## src/rtl/cram_pkg.sv

```systemverilog
package cram_pkg;
  typedef enum logic [1:0] {
    WR_NONE  = 2'd0,
    WR_ZERO  = 2'd1,
    WR_ONE   = 2'd2,
    WR_CLASH = 2'd3
  } wr_act_t;

  // Resolve the two strobes and the qualifier into one write action.
  function automatic wr_act_t resolve_write(input logic s_one, input logic s_zero,
                                            input logic qual, input logic single);
    logic go;
    go = single | qual;
    if (!go)                 return WR_NONE;
    else if (s_one && s_zero) return WR_CLASH;
    else if (s_one)          return WR_ONE;
    else if (s_zero)         return WR_ZERO;
    else                     return WR_NONE;
  endfunction
endpackage

```

## src/rtl/cram_select.sv

```systemverilog
module cram_select #(
  parameter int ROWS = 4,
  parameter int COLS = 4,
  localparam int CELLS = ROWS * COLS
) (
  input  logic [ROWS-1:0]  row_sel,
  input  logic [COLS-1:0]  col_sel,
  output logic [CELLS-1:0] hit
);
  for (genvar r = 0; r < ROWS; r++) begin : g_row
    for (genvar c = 0; c < COLS; c++) begin : g_col
      assign hit[r*COLS + c] = row_sel[r] & col_sel[c];
    end
  end
endmodule

```

## src/rtl/cram_cells.sv

```systemverilog
module cram_cells
  import cram_pkg::*;
#(
  parameter int ROWS = 4,
  parameter int COLS = 4,
  localparam int CELLS = ROWS * COLS
) (
  input  logic             clk,
  input  logic             rst,
  input  logic [CELLS-1:0] hit,
  input  wr_act_t          act,
  output logic [CELLS-1:0] cells
);
  for (genvar i = 0; i < CELLS; i++) begin : g_cell
    always_ff @(posedge clk) begin
      if (rst)                          cells[i] <= 1'b0;
      else if (hit[i] && act == WR_ONE)  cells[i] <= 1'b1;
      else if (hit[i] && act == WR_ZERO) cells[i] <= 1'b0;
    end
  end

  logic past_ok;
  always_ff @(posedge clk) begin
    if (rst) past_ok <= 1'b0;
    else     past_ok <= 1'b1;
  end

  // cells outside the crossing never move
  p_hold_unselected_r6: assert property (@(posedge clk) disable iff (rst)
    past_ok |-> (((cells ^ $past(cells)) & ~$past(hit)) == '0));

  // conflicting strobes leave everything intact
  p_clash_keeps_r9: assert property (@(posedge clk) disable iff (rst)
    (past_ok && $past(act) == WR_CLASH) |-> $stable(cells));

  // a set-one action leaves every chosen cell at 1
  p_set_one_r5: assert property (@(posedge clk) disable iff (rst)
    (past_ok && $past(act) == WR_ONE) |-> (($past(hit) & ~cells) == '0));

  // a set-zero action leaves every chosen cell at 0
  p_set_zero_r5: assert property (@(posedge clk) disable iff (rst)
    (past_ok && $past(act) == WR_ZERO) |-> (($past(hit) & cells) == '0));
endmodule

```

## src/rtl/cram_sense.sv

```systemverilog
module cram_sense #(
  parameter int CELLS = 16
) (
  input  logic             clk,
  input  logic             rst,
  input  logic [CELLS-1:0] hit,
  input  logic [CELLS-1:0] cells,
  output logic             sense_one_n,
  output logic             sense_zero_n
);
  // Each chosen cell pulls one line low; the lines are wired-AND.
  assign sense_one_n  = ~|(hit & cells);
  assign sense_zero_n = ~|(hit & ~cells);

  // idle array leaves both lines high
  p_idle_high_r3: assert property (@(posedge clk) disable iff (rst)
    (hit == '0) |-> (sense_one_n && sense_zero_n));

  // a single chosen cell drives exactly one line low
  p_one_line_r4: assert property (@(posedge clk) disable iff (rst)
    $onehot(hit) |-> (sense_one_n != sense_zero_n));
endmodule

```

## src/rtl/coincident_ram.sv

```systemverilog
module coincident_ram
  import cram_pkg::*;
#(
  parameter int ROWS        = 4,
  parameter int COLS        = 4,
  parameter bit SINGLE_GATE = 1'b0,
  localparam int CELLS = ROWS * COLS
) (
  input  logic            clk,
  input  logic            rst,
  input  logic [ROWS-1:0] row_sel,
  input  logic [COLS-1:0] col_sel,
  input  logic            wr_en,
  input  logic            set_one,
  input  logic            set_zero,
  output logic            sense_one_n,
  output logic            sense_zero_n
);
  logic [CELLS-1:0] hit;
  logic [CELLS-1:0] cells;
  wr_act_t          act;

  assign act = resolve_write(set_one, set_zero, wr_en, SINGLE_GATE);

  cram_select #(.ROWS(ROWS), .COLS(COLS)) u_sel (
    .row_sel (row_sel),
    .col_sel (col_sel),
    .hit     (hit)
  );

  cram_cells #(.ROWS(ROWS), .COLS(COLS)) u_cells (
    .clk   (clk),
    .rst   (rst),
    .hit   (hit),
    .act   (act),
    .cells (cells)
  );

  cram_sense #(.CELLS(CELLS)) u_sense (
    .clk          (clk),
    .rst          (rst),
    .hit          (hit),
    .cells        (cells),
    .sense_one_n  (sense_one_n),
    .sense_zero_n (sense_zero_n)
  );

  // a half-selected matrix never raises a sense indication
  p_half_select_r2: assert property (@(posedge clk) disable iff (rst)
    (row_sel == '0 || col_sel == '0) |-> (sense_one_n && sense_zero_n));
endmodule

```

## config.mk

```make
export PLATFORM = sky130hd
export DESIGN_NAME = coincident_ram
export DESIGN_NICKNAME = d
export VERILOG_FILES = /design/src/rtl/cram_pkg.sv /design/src/rtl/cram_select.sv /design/src/rtl/cram_cells.sv /design/src/rtl/cram_sense.sv /design/src/rtl/coincident_ram.sv
export SDC_FILE = /design/constraint.sdc
export NUM_CORES = 1
export LEC_CHECK = 0
export BUFFER_PORTS_ARGS = -buffer_cell sky130_fd_sc_hd__buf_4
export CAP_MARGIN = 20
export CORE_MARGIN = 2
export CORE_UTILIZATION = 49
export DETAILED_ROUTE_END_ITERATION = 10
export GPL_TIMING_DRIVEN = 0
export PLACE_DENSITY = 0.81
export SLEW_MARGIN = 0
export SYNTH_ARGS = -nofsm -noshare
export SYNTH_HDL_FRONTEND = slang
export SYNTH_SLANG_ARGS = --single-unit
```

## constraint.sdc

```tcl
create_clock -name clk -period 2 [get_ports clk]
set_input_delay 0.3 -clock clk [delete_from_list [all_inputs] [get_ports clk]]
set_output_delay 0.3 -clock clk [all_outputs]
set_load 0.05 [all_outputs]
```

; Word level (Yosys, flattened, before mapping)
; Cells that the tools add are included.
[op_classes]
eq_ne = 2
muxes = 36
bitwise_logic = 19
n_reduce_logical = 53
[op_table]
columns = op, count
row1 = logical AND 1 bit, 33
row2 = 2-to-1 mux 1 bit, 33
row3 = AND 16 bit, 2
row4 = nonzero test 2 bit, 16
row5 = OR reduction 16 bit, 2
row6 = AND 1 bit, 16
row7 = inverter 16 bit, 1
row8 = 2-to-1 mux 2 bit, 3
row9 = equality test 2 x 1 -> 1 bit (second input constant), 1
row10 = equality test 2 bit (second input constant), 1
row11 = zero test 1 bit, 2
[totals]
regBits = 16
input_bits = 13
elab_cells = 126

; Depth between registers and ports, before layout
; Gate-level depths: netlist (run 1).
[logic_depth]
ltp_word = 8
ltp_mapped = 6
mapped_depth_nobuf = 4

; Modules after synthesis
; From an unflattened synthesis (run 1), not the netlist that was laid out.
[hier_totals]
cells_unflattened = 136
area_unflattened_um2 = 1107.3
[by_module_without_submodules]
columns = mod, instances, cells_each, area_each_um2, seq_area_each_um2
row1 = cram_cells, 1, 88, 759.5, 320.3
row2 = cram_sense, 1, 30, 235.2, 0.0
row3 = cram_select, 1, 16, 100.1, 0.0
row4 = coincident_ram, 1, 2, 12.5, 0.0

; Worst setup path before layout (run 1)
; Ideal clock, no wire load.
[synth_path]
kind = input port to output port
start = input port row_sel[0]
end = output port sense_one_n
t_arrival_ns = 1.457
required_time_ns = 1.700
path_slack_ns = 0.243
stages = 4
path_buffers = 1
path_cell_list = buf_2 > a222oi_1 > o2111ai_1 > nor3_2
[synth_between]
elab_chain_len = 4
[synth_rtl]
columns = element, line_no
row1 = start: declaration, coincident_ram.sv:11  ; input logic [ROWS-1:0] row_sel,
row2 = AND 1 bit, cram_select.sv:12  ; assign hit[r*COLS + c] = row_sel[r] & col_sel[c];
row3 = AND 16 bit (*), cram_sense.sv:12  ; assign sense_one_n = ~|(hit & cells);
row4 = OR reduction 16 bit (*), cram_sense.sv:12
row5 = zero test 1 bit (*), cram_sense.sv:12
row6 = end: declaration, coincident_ram.sv:16  ; output logic sense_one_n,
; Mark *: on every way between the ends. The rest lies on a longest branch, timed or not.

; Worst setup path after layout (run 1)
[layout_path]
start = register u_cells.cells[12]
end = output port sense_zero_n
[layout_between]
elab_chain_len = 4
[layout_rtl]
columns = element, line_no
row1 = start: declaration, cram_cells.sv:12  ; output logic [CELLS-1:0] cells
row2 = start signal: indexed assignment, cram_cells.sv:16  ; if (rst) cells[i] <= 1'b0;
row3 = start signal: indexed assignment, cram_cells.sv:17  ; else if (hit[i] && act == WR_ONE) cells[i] <= 1'b1;
row4 = start signal: indexed assignment, cram_cells.sv:18  ; else if (hit[i] && act == WR_ZERO) cells[i] <= 1'b0;
row5 = inverter 16 bit, cram_sense.sv:13  ; assign sense_zero_n = ~|(hit & ~cells);
row6 = AND 16 bit, cram_sense.sv:13
row7 = OR reduction 16 bit, cram_sense.sv:13
row8 = zero test 1 bit, cram_sense.sv:13
row9 = end: declaration, coincident_ram.sv:17  ; output logic sense_zero_n
; No other way between the ends.

==> results of run 1 <==
[metal layers]
metal / global-route usage / share of wire / up-vias
met5: 0 / 0 / -
met4: 0.133 / 0.026 / 0
met3: 0.0500 / 0.076 / 8
met2: 0.378 / 0.46 / 56
met1: 0.343 / 0.44 / 446
li1: - / - / 474
[cell type report]
type | count | area (um2) | share of cell area
sequential | 16 | 322 | 0.297
inverter | 7 | 26.3 | 0.0243
clock buffer | 4 | 36.3 | 0.0336
multi-input combinational | 79 | 504 | 0.466
tap | 25 | 31.3 | 0.0289
timing repair buffer | 12 | 90.1 | 0.0833
buffer | 13 | 71.3 | 0.0660
[Yosys cell counts]
| cell | n |
|---|---|
| nand3_1 | 18 |
| nor2_1 | 17 |
| dfxtp_1 | 16 |
| a32oi_1 | 15 |
| buf_2 | 9 |
| inv_1 | 7 |
| nand2b_1 | 5 |
| a222oi_1 | 4 |
| a31oi_1 | 3 |
| a22oi_1 | 2 |
| clkbuf_1 | 2 |
| nand2_1 | 2 |
| o2111ai_1 | 2 |
| o22ai_1 | 2 |
| a21boi_1 | 1 |
| and3_1 | 1 |
| and3b_1 | 1 |
| buf_4 | 1 |
| buf_6 | 1 |
| nor2_2 | 1 |
| nor3_2 | 1 |
| o21ai_0 | 1 |
| o221ai_1 | 1 |
| o221ai_2 | 1 |
| o32ai_1 | 1 |
[worst max-delay path, delay by kind of cell, from the launching register on]
kind	cells	cell delay (ns)
DFF	1	0.37
buffers and inverters	1	0.19
AOI/OAI and AO/OA	2	0.44
and+or+nand+nor	2	0.34
[worst min path at each step]
| stage | startpoint | endpoint | slack, ns |
|---|---|---|---|
| global route | rst | u_cells.cells[13]$_SDFFE_PP0P_ | 0.34 |
| detailed placement | u_cells.cells[10]$_SDFFE_PP0P_ | u_cells.cells[10]$_SDFFE_PP0P_ | 0.50 |
| CTS | rst | u_cells.cells[4]$_SDFFE_PP0P_ | 0.31 |
| floorplan | u_cells.cells[12]$_SDFFE_PP0P_ | u_cells.cells[12]$_SDFFE_PP0P_ | 0.47 |
| finish | rst | u_cells.cells[13]$_SDFFE_PP0P_ | 0.31 |
| global placement | u_cells.cells[10]$_SDFFE_PP0P_ | u_cells.cells[10]$_SDFFE_PP0P_ | 0.49 |
[power groups by stage]
stage / combinational, mW / sequential (mW) / clock (mW)
after detailed placement: 0.122 / 0.338 / 0
final: 0.125 / 0.331 / 0.219
after global placement: 0.118 / 0.338 / 0
after global routing: 0.135 / 0.332 / 0.236
after CTS: 0.122 / 0.331 / 0.226
after floorplan: 0.0791 / 0.337 / 0
[through the flow]
step	util	worst slack, ns
4_1_cts	0.619	0.0446
5_1_grt	0.619	0.0123
3_3_place_gp	0.598	0.281
2_1_floorplan	-	0.243
3_5_place_dp	0.598	0.258
6_report	0.619	0.0744
[timing repair]
action | CTS | global route
gates resized for setup | 0 | 1
endpoints found under the setup margin | 0 | 1
hold endpoints to repair | 0 | 0
[cells by family after synthesis]
kind of cell	Yosys count
AND/OR/NAND/NOR	46
AO/OA/AOI/OAI	33
buffers and inverters	20
flip-flops	16
==> out/qor.csv, run 1 <==
stage,metric,value,unit
pwr,combPwrFrac,0.184,
placed_design,gp_congestion,0.960,
floorplanning,io_pins,15,
timing,fin_skew,0,ns
synthesis,ys_warn_count,0,
synthesis,synthSimpleGateAreaFrac,0.243,
detailed_routing,drc,0,
setup_path,crit_fanout,3,
floorplanning,die_h,47.4,um
global_route,grt_pass1_vias,852,
clock_network,numCtsBuffers,3,
setup_path,worstReg2RegStart,u_cells.cells[9]$_SDFFE_PP0P_,
detailed_routing,dr.pass1.iters,5,
pwr,leakagePower,0.407,nW
global_route,grt_usage,0.254,
synthesis,yosysTopAreaCellShare,0.347,
run_status,status,finished clean,
clock_network,postCtsHoldBufs,0,
cells_and_area,finalInstanceArea,1080,um2
setup_path,cpPeakStageDelay,0.37,ns
setup_path,r2r-end,u_cells.cells[9]$_SDFFE_PP0P_,
timing,max_clock_freq,519,MHz
setup_path,crit_required,1.70,ns
global_route,grt_max_degree,11,
timing,maxSlewViolCount,0,
synthesis,yosysSeqAreaShare,0.347,
timing,worstMarginPinSlew,0.475,ns
placed_design,dpl.hpwl,1800,um
synthesis,syn_nets,128,
synthesis,synth_top_area_cell,dfxtp_1,
floorplanning,die_area,2240,um2
timing,finalHoldViolCount,0,
cells_and_area,antennaDiodeCount,0,
worst_hold_path,hold_class,primary input to flip-flop,
detailed_routing,num_vias,984,
setup_path,reg2reg_depth,4,
pwr,p_seq_frac,0.491,
setup_path,cp-endpoint,sense_zero_n,
clock_network,postCtsSetupBuffers,0,
synthesis,netlist_area,922,um2
timing,report.final.setup_viol,0,
timing,min_period,1.93,ns
setup_path,crit_path_top_delay_cell,dfxtp_2,
pwr,intPower,0.485,mW
global_route,antenna_found_initial,0,
worst_hold_path,whs_path_depth,2,
clock_network,cts_tree,built,
placed_design,place_area,1040,um2
synthesis,synthTopCellsByArea,"dfxtp_1, a32oi_1, nand3_1",
detailed_routing,wire_per_inst,15.8,um
detailed_routing,detail-route-antenna-nets,0,
pwr,pwr_density_cell,625,nW/um2
setup_path,worstPathArrival,1.63,ns
synthesis,ys_types,25,
cells_and_area,fillers,153,
setup_path,crit_path_end_kind,output pin,
pwr,peakVddDrop,0.384,mV
timing,hold_slack,0.314,ns
floorplanning,fp.dieW,47.4,um
global_route,grt_pass1_wl,3930,um
cells_and_area,final_layout_size_suffix_gt1_frac,0.237,
setup_path,cp-start-kind,flip-flop,
cells_and_area,final_common_cell,nand3_1,
synthesis,synth_top_family_by_area,compound AO/OA/AOI/OAI gates,
cells_and_area,layout_common_cells,"nand3_1, nor2_1, a32oi_1, dfxtp_1, buf_4",
setup_path,crit_start,u_cells.cells[12]$_SDFFE_PP0P_,
timing,rsz0062_at_grt,no,
timing,period_share,0.963,
cells_and_area,regMostFlops,u_cells.cells,
timing,setup_tns,0,ns
synthesis,syn_avg_cell_area,8.02,um2
cells_and_area,syn_to_final_growth,17.2,%
setup_path,ff2ff_setup_slack,1.25,ns
placed_design,dp.cells,152,
setup_path,path_cells,"nand2b_1, o221ai_2, a222oi_1, and3_1, buf_4",
synthesis,yosys_register_bits,16,
clock_network,cts_sinks,16,
detailed_routing,drt_iter0_drc,97,
cells_and_area,largest_reg_flops,16,
cells_and_area,reg.largest.list,u_cells.cells x16,
synthesis,synth_xor_area_frac,0,
clock_network,root_buffer,clkbuf_4,
cells_and_area,final_nets,145,
clock_network,h-tree-depth,1,
cells_and_area,fin_cells,156,
placed_design,port_buffers,12,
global_route,overflow,0,
pwr,power.total,0.675,mW
run,cap_viol_max_count,0,
floorplanning,core_region_area,1750,um2
clock_network,clk_pin_slew_worst_paths,0.10,ns
synthesis,synth-compound-area-share,0.304,
synthesis,synthAdderAreaFrac,0,
pwr,p_sw,0.191,mW
synthesis,synth.area.mux_share,0,
clock_network,cts_buffer_depth,2,
floorplanning,start_util,0.528,
detailed_routing,viasPerCell,6.31,
pwr,power_frac_clock,0.325,
floorplanning,rows,15,
pwr,switching_share,0.282,
clock_network,clock_latency,0.29,ns
detailed_routing,finalWirelength,2460,um
synthesis,netlist_instances,115,
setup_path,critPathKind,flip-flop to output pin,
timing,slew_headroom,0.683,
(Power assumes the default switching activity.)
==> inputs of run 2 (changes only) <==
SETUP_SLACK_MARGIN = 0.3   (was unset)
==> out/qor.csv, run 2 (synthesized netlist as in run 1, its figures left out) <==
stage,metric,value,unit,change
timing,hold_slack,0.311,ns,-0.00251 ns
setup_path,cp-start-kind,flip-flop,,
timing,maxSlewViolCount,0,,unchanged
setup_path,worstPathArrival,1.63,ns,about the same
detailed_routing,dr.pass1.iters,5,,unchanged
clock_network,clock_latency,0.28,ns,about the same
placed_design,dp_slack,0.171,ns,-0.0872 ns
timing,setup_ws,0.0666,ns,-0.00774 ns
floorplanning,fp.dieW,47.4,um,unchanged
floorplanning,core_region_area,1750,um2,unchanged
pwr,pwr_density_cell,567,nW/um2,-9.2%
timing,setup_tns,0,ns,unchanged
setup_path,crit_required,1.70,ns,about the same
timing,rsz0062_at_grt,yes,,
pwr,p_seq_frac,0.522,,+0.031
cells_and_area,syn_to_final_growth,21.7,%,
cells_and_area,final_nets,145,,unchanged
detailed_routing,drc,0,,unchanged
clock_network,clk_pin_slew_worst_paths,0.09,ns,about the same
clock_network,h-tree-depth,1,,unchanged
cells_and_area,final_layout_size_suffix_gt1_frac,0.308,,+0.0711
clock_network,numCtsBuffers,3,,unchanged
detailed_routing,num_vias,1017,,+3.4%
clock_network,cts_buffer_depth,2,,unchanged
cells_and_area,antennaDiodeCount,0,,unchanged
placed_design,dpl.hpwl,1830,um,+1.7%
floorplanning,rows,15,,unchanged
floorplanning,start_util,0.528,,unchanged
timing,worstMarginPinSlew,0.473,ns,-0.00249 ns
floorplanning,die_area,2240,um2,unchanged
timing,slew_headroom,0.685,,+0.00166
cells_and_area,reg.largest.list,u_cells.cells x16,,
cells_and_area,regMostFlops,u_cells.cells,,
timing,report.final.setup_viol,0,,unchanged
timing,min_period,1.93,ns,+0.00774 ns
global_route,grt_pass1_vias,915,,+7.4%
global_route,grt_pass1_wl,4080,um,+3.7%
timing,max_clock_freq,517,MHz,-0.40%
pwr,leakagePower,0.417,nW,+2.6%
clock_network,postCtsHoldBufs,0,,unchanged
setup_path,critPathKind,flip-flop to output pin,,
timing,fin_skew,0,ns,unchanged
detailed_routing,wire_per_inst,16.5,um,+4.4%
pwr,combPwrFrac,0.213,,+0.029
cells_and_area,layout_common_cells,"nand3_1, nor2_1, a32oi_1",,
floorplanning,die_h,47.4,um,unchanged
cells_and_area,largest_reg_flops,16,,unchanged
clock_network,root_buffer,clkbuf_4,,
detailed_routing,viasPerCell,6.56,,+4.0%
timing,period_share,0.967,,+0.00387
detailed_routing,finalWirelength,2550,um,+3.8%
global_route,antenna_found_initial,0,,unchanged
run_status,status,finished clean,,
placed_design,port_buffers,12,,unchanged
global_route,grt_max_degree,11,,unchanged
pwr,p_sw,0.186,mW,-2.3%
pwr,power.total,0.636,mW,-5.8%
pwr,peakVddDrop,0.504,mV,+31%
placed_design,gp_congestion,0.873,,-9.0%
clock_network,cts_tree,built,,
run,cap_viol_max_count,0,,unchanged
pwr,power_frac_clock,0.266,,-0.059
floorplanning,io_pins,15,,unchanged
timing,finalHoldViolCount,0,,unchanged
cells_and_area,final_common_cell,nand3_1,,
detailed_routing,drt_iter0_drc,67,,-31%
worst_hold_path,hold_class,primary input to flip-flop,,
clock_network,postCtsSetupBuffers,0,,unchanged
clock_network,cts_sinks,16,,unchanged
pwr,intPower,0.450,mW,-7.1%
global_route,grt_usage,0.260,,+0.00644
detailed_routing,detail-route-antenna-nets,0,,unchanged
global_route,overflow,0,,unchanged
setup_path,crit_path_end_kind,output pin,,
pwr,switching_share,0.293,,+0.0105
setup_path,crit_fanout,3,,unchanged
[run 2: routing by layer]
metal  share of wire  vias to the layer above  global-route usage
met5               0                        -                   0
met4           0.014                        0              0.0944
met1            0.41                      477               0.341
met3            0.10                        7              0.0731
met2            0.47                       57               0.405
li1                -                      476                   -
[run 2: critical path: stages (launching register included)]
cell and delay, ns:
dfxtp_2 0.34, a222oi_1 0.49, o2111ai_2 0.19, nor3_4 0.15, buf_6 0.18
[run 2: final cells by class]
class,instances,area [um2]
fill,161,623
multi-input combinational,79,546
clock buffer,3,22.5
sequential,16,328
tap,25,31.3
inverter,7,26.3
buffer,13,71.3
timing repair buffer,12,97.6
[run 2: final timing paths]
kind	startpoint	to	slack, ns	cells after the start
setup reg to reg	u_cells.cells[9]$_SDFFE_PP0P_	u_cells.cells[9]$_SDFFE_PP0P_	1.23	4
hold / removal	rst	u_cells.cells[4]$_SDFFE_PP0P_	0.31	2
setup / recovery	u_cells.cells[7]$_SDFFE_PP0P_	sense_one_n	0.07	4
hold reg to reg	u_cells.cells[14]$_SDFFE_PP0P_	u_cells.cells[14]$_SDFFE_PP0P_	0.50	2
[run 2: power groups by stage]
stage	Combinational, mW	Sequential, mW	Clock (mW)
final	0.135	0.332	0.169
after global routing	0.147	0.333	0.178
after CTS	0.125	0.331	0.171
after detailed placement	0.123	0.338	0
after global placement	0.120	0.338	0
after floorplan	0.0808	0.337	0
[run 2: per-stage QoR]
stage                     std cells  utilization  cell area, um2
after global placement          152        0.601            1050
final                           155        0.643            1120
after detailed placement        152        0.601            1050
after CTS                       155        0.624            1090
after global routing            155        0.643            1120
after floorplan                 115            -             928
[run 2: what timing repair did]
| action | in CTS | in global routing |
|---|---|---|
| hold endpoints to repair | 0 | 0 |
| resized for setup | 6 | 7 |
| setup endpoints to repair | 2 | 2 |
| pin swaps | 2 | 1 |
